===== config.mk =====
export PLATFORM = sky130hd
export DESIGN_NAME = pbus_card_regs
export DESIGN_NICKNAME = d
export VERILOG_FILES = /design/src/rtl/pbus_pkg.sv /design/src/rtl/pbus_win_decode.sv /design/src/rtl/pbus_ctl_regs.sv /design/src/rtl/pbus_ready_flag.sv /design/src/rtl/pbus_rd_mux.sv /design/src/rtl/pbus_card_regs.sv
export SDC_FILE = /design/constraint.sdc
export NUM_CORES = 1
export LEC_CHECK = 0
export BUFFER_PORTS_ARGS = -buffer_cell sky130_fd_sc_hd__buf_2
export CAP_MARGIN = 20
export CORE_ASPECT_RATIO = 1.1
export CORE_MARGIN = 2
export CORE_UTILIZATION = 35
export CTS_BUF_LIST = sky130_fd_sc_hd__clkbuf_8
export CTS_CLUSTER_DIAMETER = 40
export DETAILED_ROUTE_END_ITERATION = 8
export PLACE_DENSITY = 0.87
export SYNTH_ARGS = -nofsm -noshare
export SYNTH_HDL_FRONTEND = slang
export SYNTH_SLANG_ARGS = --single-unit

===== constraint.sdc =====
create_clock -name clk -period 4.7 [get_ports clk]
set_clock_uncertainty 0.1 [all_clocks]
set_input_delay 0.47 -clock clk [delete_from_list [all_inputs] [get_ports clk]]
set_output_delay 0.47 -clock clk [all_outputs]
set_load 0.02 [all_outputs]

===== src/rtl/pbus_pkg.sv =====
package pbus_pkg;

   // status byte layout; software decodes these positions
   localparam int ST_HOOK  = 0;
   localparam int ST_RING  = 1;
   localparam int ST_VOICE = 2;
   localparam int ST_TONE  = 3;
   localparam int ST_READY = 4;
   localparam int ST_USED  = 5;

   // control byte layout
   typedef struct packed {
      logic mic_on;
      logic tape_on;
      logic off_hook;
   } ctl_t;

   localparam int CTL_W = $bits(ctl_t);

endpackage


===== src/rtl/pbus_win_decode.sv =====
module pbus_win_decode #(
   parameter int ADDR_W = 10,
   parameter int OFF_W  = 3,
   localparam int NREG  = 1 << OFF_W,
   localparam int SW_W  = ADDR_W - OFF_W + 1
) (
   input  logic              clk,
   input  logic              rst_n,
   input  logic [ADDR_W-1:0] addr,
   input  logic              aen_n,
   input  logic              ior_n,
   input  logic              iow_n,
   input  logic [SW_W-1:0]   win_sw,
   output logic              card_sel_n,
   output logic [NREG-1:0]   rd_stb_n,
   output logic [NREG-1:0]   wr_stb_n
);

   if (ADDR_W <= OFF_W) begin : g_bad_addr
      $error("pbus_win_decode: ADDR_W must exceed OFF_W");
   end
   if (OFF_W < 1 || OFF_W > 6) begin : g_bad_off
      $error("pbus_win_decode: OFF_W out of range");
   end

   logic              hit;
   logic              any_stb;
   logic [OFF_W-1:0]  off;

   assign any_stb    = ~ior_n | ~iow_n;
   assign hit        = ({aen_n, addr[ADDR_W-1:OFF_W]} == win_sw);
   assign card_sel_n = ~(hit & any_stb);
   assign off        = addr[OFF_W-1:0];

   for (genvar k = 0; k < NREG; k++) begin : g_stb
      assign rd_stb_n[k] = ~(~card_sel_n & ~ior_n & (off == OFF_W'(k)));
      assign wr_stb_n[k] = ~(~card_sel_n & ~iow_n & (off == OFF_W'(k)));
   end

   // select only appears during a strobe
   p_sel_needs_stb_r1: assert property (@(posedge clk) disable iff (!rst_n)
      !card_sel_n |-> (!ior_n || !iow_n));

   // a read strobe implies select and an I/O read
   p_rd_stb_qual_r2: assert property (@(posedge clk) disable iff (!rst_n)
      (rd_stb_n != '1) |-> (!card_sel_n && !ior_n));

   // at most one write strobe at a time
   p_wr_stb_single_r2: assert property (@(posedge clk) disable iff (!rst_n)
      $onehot0(~wr_stb_n));

endmodule


===== src/rtl/pbus_ctl_regs.sv =====
module pbus_ctl_regs
   import pbus_pkg::*;
#(
   parameter int DATA_W = 8
) (
   input  logic              clk,
   input  logic              rst_n,
   input  logic              ctl_we,
   input  logic              dac_we,
   input  logic [DATA_W-1:0] din,
   output ctl_t              ctl_q,
   output logic [DATA_W-1:0] dac_q
);

   if (DATA_W < CTL_W) begin : g_bad_w
      $error("pbus_ctl_regs: DATA_W too narrow for control byte");
   end

   always_ff @(posedge clk or negedge rst_n) begin
      if (!rst_n) begin
         ctl_q <= '0;
         dac_q <= '0;
      end else begin
         if (ctl_we) ctl_q <= ctl_t'(din[CTL_W-1:0]);
         if (dac_we) dac_q <= din;
      end
   end

   // control loads the low data bits
   p_ctl_load_r6: assert property (@(posedge clk) disable iff (!rst_n)
      ctl_we |=> (ctl_q == $past(din[CTL_W-1:0])));

   // sample register loads the full byte
   p_dac_load_r7: assert property (@(posedge clk) disable iff (!rst_n)
      dac_we |=> (dac_q == $past(din)));

endmodule


===== src/rtl/pbus_ready_flag.sv =====
module pbus_ready_flag #(
   parameter bit EDGE_DET = 1'b1
) (
   input  logic clk,
   input  logic rst_n,
   input  logic eoc,
   input  logic clr,
   output logic ready
);

   logic set_ev;

   if (EDGE_DET) begin : g_edge
      logic eoc_q;
      always_ff @(posedge clk or negedge rst_n) begin
         if (!rst_n) eoc_q <= 1'b0;
         else        eoc_q <= eoc;
      end
      assign set_ev = eoc & ~eoc_q;

      // rising end-of-conversion sets the flag (R11: even with a clear)
      p_set_r9: assert property (@(posedge clk) disable iff (!rst_n)
         $rose(eoc) |=> ready);
      // a clear with no new edge empties the flag
      p_clr_r10: assert property (@(posedge clk) disable iff (!rst_n)
         (clr && !$rose(eoc)) |=> !ready);
   end else begin : g_level
      assign set_ev = eoc;

      p_set_r9: assert property (@(posedge clk) disable iff (!rst_n)
         eoc |=> ready);
      p_clr_r10: assert property (@(posedge clk) disable iff (!rst_n)
         (clr && !eoc) |=> !ready);
   end

   // set outranks clear so a sample is never silently dropped
   always_ff @(posedge clk or negedge rst_n) begin
      if (!rst_n)      ready <= 1'b0;
      else if (set_ev) ready <= 1'b1;
      else if (clr)    ready <= 1'b0;
   end

endmodule


===== src/rtl/pbus_rd_mux.sv =====
module pbus_rd_mux #(
   parameter int              DATA_W     = 8,
   parameter int              OFF_W      = 3,
   parameter int              TONE_W     = 4,
   parameter int              SAMPLE_OFS = 0,
   parameter int              TONE_OFS   = 6,
   parameter int              STAT_OFS   = 7,
   parameter logic [DATA_W-1:0] FILL     = '1,
   localparam int             NREG       = 1 << OFF_W
) (
   input  logic [OFF_W-1:0]  off,
   input  logic [DATA_W-1:0] sample,
   input  logic [TONE_W-1:0] tone,
   input  logic [DATA_W-1:0] status,
   output logic [DATA_W-1:0] rdata
);

   if (TONE_W > DATA_W) begin : g_bad_tone
      $error("pbus_rd_mux: TONE_W wider than DATA_W");
   end

   logic [DATA_W-1:0] src [NREG];

   for (genvar k = 0; k < NREG; k++) begin : g_src
      if (k == SAMPLE_OFS) begin : g_sample
         assign src[k] = sample;
      end else if (k == TONE_OFS) begin : g_tone
         assign src[k] = DATA_W'(tone);
      end else if (k == STAT_OFS) begin : g_stat
         assign src[k] = status;
      end else begin : g_fill
         assign src[k] = FILL;
      end
   end

   assign rdata = src[off];

endmodule


===== src/rtl/pbus_card_regs.sv =====
module pbus_card_regs
   import pbus_pkg::*;
#(
   parameter int              ADDR_W     = 10,
   parameter int              DATA_W     = 8,
   parameter int              OFF_W      = 3,
   parameter int              TONE_W     = 4,
   parameter int              SAMPLE_OFS = 0,
   parameter int              TONE_OFS   = 6,
   parameter int              STAT_OFS   = 7,
   parameter logic [DATA_W-1:0] FILL     = '1,
   parameter bit              EDGE_DET   = 1'b1,
   localparam int             NREG       = 1 << OFF_W,
   localparam int             SW_W       = ADDR_W - OFF_W + 1
) (
   input  logic              clk,
   input  logic              rst_n,
   input  logic [ADDR_W-1:0] bus_addr,
   input  logic              bus_aen_n,
   input  logic              bus_ior_n,
   input  logic              bus_iow_n,
   input  logic [DATA_W-1:0] bus_din,
   output logic [DATA_W-1:0] bus_dout,
   output logic              bus_doe,
   input  logic [SW_W-1:0]   win_sw,
   output logic              card_sel_n,
   output logic [NREG-1:0]   rd_stb_n,
   output logic [NREG-1:0]   wr_stb_n,
   input  logic [DATA_W-1:0] adc_data,
   input  logic              adc_eoc,
   input  logic [TONE_W-1:0] dtmf_code,
   input  logic              dtmf_det,
   input  logic              line_hook,
   input  logic              line_ring,
   input  logic              line_voice,
   output logic [DATA_W-1:0] dac_data,
   output logic              off_hook,
   output logic              tape_on,
   output logic              mic_on
);

   if (DATA_W < ST_USED) begin : g_bad_data
      $error("pbus_card_regs: DATA_W too narrow for status byte");
   end
   if (SAMPLE_OFS >= NREG || TONE_OFS >= NREG || STAT_OFS >= NREG) begin : g_bad_ofs
      $error("pbus_card_regs: register offset outside window");
   end
   if (SAMPLE_OFS == TONE_OFS || SAMPLE_OFS == STAT_OFS || TONE_OFS == STAT_OFS) begin : g_dup_ofs
      $error("pbus_card_regs: register offsets must differ");
   end

   logic              ready;
   logic              smp_clr;
   logic [DATA_W-1:0] status;
   logic [DATA_W-1:0] rdata;
   logic [OFF_W-1:0]  off;
   ctl_t              ctl_q;

   assign off = bus_addr[OFF_W-1:0];

   pbus_win_decode #(
      .ADDR_W (ADDR_W),
      .OFF_W  (OFF_W)
   ) u_dec (
      .clk        (clk),
      .rst_n      (rst_n),
      .addr       (bus_addr),
      .aen_n      (bus_aen_n),
      .ior_n      (bus_ior_n),
      .iow_n      (bus_iow_n),
      .win_sw     (win_sw),
      .card_sel_n (card_sel_n),
      .rd_stb_n   (rd_stb_n),
      .wr_stb_n   (wr_stb_n)
   );

   pbus_ctl_regs #(
      .DATA_W (DATA_W)
   ) u_regs (
      .clk    (clk),
      .rst_n  (rst_n),
      .ctl_we (~wr_stb_n[STAT_OFS]),
      .dac_we (~wr_stb_n[SAMPLE_OFS]),
      .din    (bus_din),
      .ctl_q  (ctl_q),
      .dac_q  (dac_data)
   );

   assign smp_clr = ~rd_stb_n[SAMPLE_OFS] | ~wr_stb_n[SAMPLE_OFS];

   pbus_ready_flag #(
      .EDGE_DET (EDGE_DET)
   ) u_rdy (
      .clk   (clk),
      .rst_n (rst_n),
      .eoc   (adc_eoc),
      .clr   (smp_clr),
      .ready (ready)
   );

   always_comb begin
      status           = '0;
      status[ST_HOOK]  = line_hook;
      status[ST_RING]  = line_ring;
      status[ST_VOICE] = line_voice;
      status[ST_TONE]  = dtmf_det;
      status[ST_READY] = ready;
   end

   pbus_rd_mux #(
      .DATA_W     (DATA_W),
      .OFF_W      (OFF_W),
      .TONE_W     (TONE_W),
      .SAMPLE_OFS (SAMPLE_OFS),
      .TONE_OFS   (TONE_OFS),
      .STAT_OFS   (STAT_OFS),
      .FILL       (FILL)
   ) u_mux (
      .off    (off),
      .sample (adc_data),
      .tone   (dtmf_code),
      .status (status),
      .rdata  (rdata)
   );

   assign bus_doe  = ~card_sel_n & ~bus_ior_n;
   assign bus_dout = bus_doe ? rdata : '0;

   assign off_hook = ctl_q.off_hook;
   assign tape_on  = ctl_q.tape_on;
   assign mic_on   = ctl_q.mic_on;

   // buffer drives only when some read strobe is active
   p_doe_has_rd_r3: assert property (@(posedge clk) disable iff (!rst_n)
      bus_doe |-> (rd_stb_n != '1));

   // unused status bits read as zero
   p_stat_hi_zero_r5: assert property (@(posedge clk) disable iff (!rst_n)
      !rd_stb_n[STAT_OFS] |-> (bus_dout[DATA_W-1:ST_USED] == '0));

   // tone read drives zeros above the digit
   p_tone_hi_zero_r4: assert property (@(posedge clk) disable iff (!rst_n)
      !rd_stb_n[TONE_OFS] |-> (bus_dout[DATA_W-1:TONE_W] == '0));

   // writes outside the two writable offsets leave state alone
   p_unused_wr_r8: assert property (@(posedge clk) disable iff (!rst_n)
      (wr_stb_n[STAT_OFS] && wr_stb_n[SAMPLE_OFS])
         |=> ($stable(ctl_q) && $stable(dac_data)));

endmodule


==> results.tsv <==
stage	metric	value	unit
final_layout	# diodes	0	
timing	Period Utilization, post-route	0.602	
drt	via count of the routed design	1052	
timing	unrepaired setup endpoints after global routing	false	
timing	Slew Limit Fails	0	
yosys	Synth async-reset ratio	1.00	
global_routing	aggregate global routing overflow	0	
final_layout	area grow syn2layout	47.6	%
yosys	sequential element share of the synthesized area	0.340	
yosys	top_reg_cell synth	dfrtp_1	
cts	CTS tree	yes	
min_path	worst hold-check path type	in -> async	
timing	fin crit period	2830	ps
yosys	Synth Area in Adders	0	
floorplan	Total Die Area	3170	µm²
placement	DPL Wire Length	2150	µm
placement	Cells after DPL	207	
cts	worst skew pair latency	230	ps
run_status	status	completed	
yosys	syn_area_per_cell	9.67	µm²
cts	Post-CTS Setup Bufs	0	
worst_setup_path	crit path capture type	output pin	
run	Max-Cap Viols	0	
drt	DRT Pass-1 Iters	4	
floorplan	area of the core	2540	µm²
cts	CTS sink cnt	13	
global_routing	antenna violations before repair	0	
floorplan	Initial Util	0.376	
yosys	Post-synth EDFFs	0	
final_layout	highest-count cells in the layout ignoring fill and taps	buf_2, nand2_1, dfrtp_1, nor3_1, mux2_4	
worst_setup_path	RR Startpoint	u_regs.ctl_q[1]	
yosys	Post-Synth XOR/XNOR Area	0.0641	
drt	# DRC	0	
cts	post-cts sizing count	0	
floorplan	Die Wd	53.9	µm
cts	clk root buf	clkbuf_8	
yosys	Post-Syn Instances	99	
placement	global placement routability congestion	0.710	
global_routing	GRT Util Overall	0.165	
timing	measured slew at the worst slew-check pin	865	ps
yosys	Synth Warn #	0	
yosys	multiplexer share of the synthesized area	0.208	
final_layout	nets	229	
yosys	post-synthesis register bit count	13	
drt	Vias/cell	4.99	
drt	initial DRC count	17	
global_routing	largest net degree at the start of global routing	16	
drt	WL per Instance	12.4	µm
worst_setup_path	Worst EP required	4130	ps
global_routing	wire length of the first global-routing pass	3950	µm
worst_setup_path	type of origin of the critical path	input port	
yosys	Synth Cell Area	957	µm²
final_layout	Filler Cells Inserted	264	
final_layout	commonest non-fill, non-tap cell in the layout	buf_2	
cts	H-tree Lvls	1	
worst_setup_path	CP Class	in -> out	
worst_setup_path	reg2reg path depth	1	
timing	setup violators final	0	
worst_setup_path	r2r endpoint	u_regs.ctl_q[1]	
worst_setup_path	reg-to-reg slack, setup	3840	ps
timing	setup_tns	0	ps
yosys	Synth Area in Compound Gates	0.0824	
floorplan	Rows	19	
yosys	syn_nets	147	
timing	fmax	0.353	GHz
drt	final WL	2620	µm
drt	Antenna Nets Post-Route	0	
final_layout	share of layout cells above drive strength 1	0.594	
power	power per cell area	186	nW/µm²
cts	Num CTS Buffers	3	
global_routing	number of global-route vias before repair	975	
worst_setup_path	CP Max Fanout	15	
final_layout	Layout Cells excl Fill	211	
cts	cts hold-fix bufs	0	
worst_setup_path	Worst EP arrival	2260	ps
timing	Slew Limit Headroom	0.418	
cts	CTS Buffer Depth	2	
floorplan	I/O pin count	85	
yosys	Post-Synth Simple-Gate Area	0.247	
power	VDD IR max	0.189	mV
yosys	Unique masters post-synth	28	
floorplan	Die Ht	58.8	µm
final_layout	Final Util	0.555	
yosys	largest family of logic cells by synthesized area	simple AND/OR/NAND/NOR gates	
timing	final hold violation count	0	
placement	IO Port Bufs	84	
power	leakage power	0.000730	µW
cts	CTS clk-pin slew, worst paths	50	ps
[cells by family (layout without fill, tap and decap cells)]
group	after synthesis	in the layout
simple gates	43	43
mux	15	15
flops	13	13
compound gates	12	12
buf+inv	9	90
xor+xnor	7	7
[worst max-delay path, stage by stage]
cell,delay (ps)
buf_2,180
or3_1,510
nor2_2,110
or4b_1,710
buf_2,270
[report_power, final]
group          switching [µW]  internal (µW)  total (µW)
logic                    27.8           27.4        55.3
registers               0.633            114         114
clock network            35.7           57.4        93.1
[final cells by class]
| class | count | area (µm²) | area share |
|---|---|---|---|
| Clock inverter | 1 | 3.75 | 0.00266 |
| Multi-Input combinational cell | 77 | 576 | 0.407 |
| Inverter | 2 | 7.51 | 0.00531 |
| Tap cell | 31 | 38.8 | 0.0275 |
| Clock buffer | 3 | 41.3 | 0.0292 |
| Timing Repair Buffer | 84 | 420 | 0.298 |
| Sequential cell | 13 | 325 | 0.230 |
[layer usage]
metal  wire (µm)  GRT usage
met5           0          0
met2        1320      0.308
met4          10     0.0549
met1        1000      0.186
met3         280     0.0228
[cells in the mapped netlist (2+ instances only)]
cell type / count / area, µm²
or3_1: 2 / 12.5
nor4_1: 3 / 18.8
and3b_2: 2 / 20.0
mux2_2: 7 / 78.8
inv_1: 2 / 7.51
o21ai_0: 4 / 20.0
nor3_1: 8 / 40.0
mux2_4: 8 / 120
nor3b_1: 2 / 15.0
o22ai_1: 4 / 25.0
buf_6: 3 / 33.8
clkbuf_1: 4 / 15.0
nand2_1: 14 / 52.6
nand3_1: 3 / 15.0
nor2_1: 3 / 11.3
dfrtp_1: 13 / 325
xnor2_1: 6 / 52.6
[sequential cells by signal, indices dropped and copies added, names as in the netlist]
signal and cells:
u_regs.dac_q 8, u_regs.ctl_q 3, u_rdy.g_edge.eoc_q 1, u_rdy.ready 1
[worst max-delay path by stage]
stage | slack, ps | end | from
5_1_grt | 1760 | wr_stb_n[0] | bus_addr[0]
3_5_place_dp | 1870 | wr_stb_n[0] | bus_addr[0]
2_1_floorplan | 1810 | bus_dout[4] | win_sw[7]
3_3_place_gp | 1900 | wr_stb_n[0] | bus_addr[0]
6_report | 1870 | wr_stb_n[0] | bus_addr[0]
4_1_cts | 1860 | wr_stb_n[0] | bus_addr[0]
[per-stage QoR]
stage                     setup WS [ps]  hold slack [ps]  total power, µW  cell area, µm²
after global placement             1900              266              170            1370
final                              1870             8.12              263            1410
after detailed placement           1870              266              171            1370
after global routing               1760             32.1              277            1410
after CTS                          1860             14.9              266            1410
after floorplan                    1810             74.4              145             957
Power figures use the tool's default switching activity.
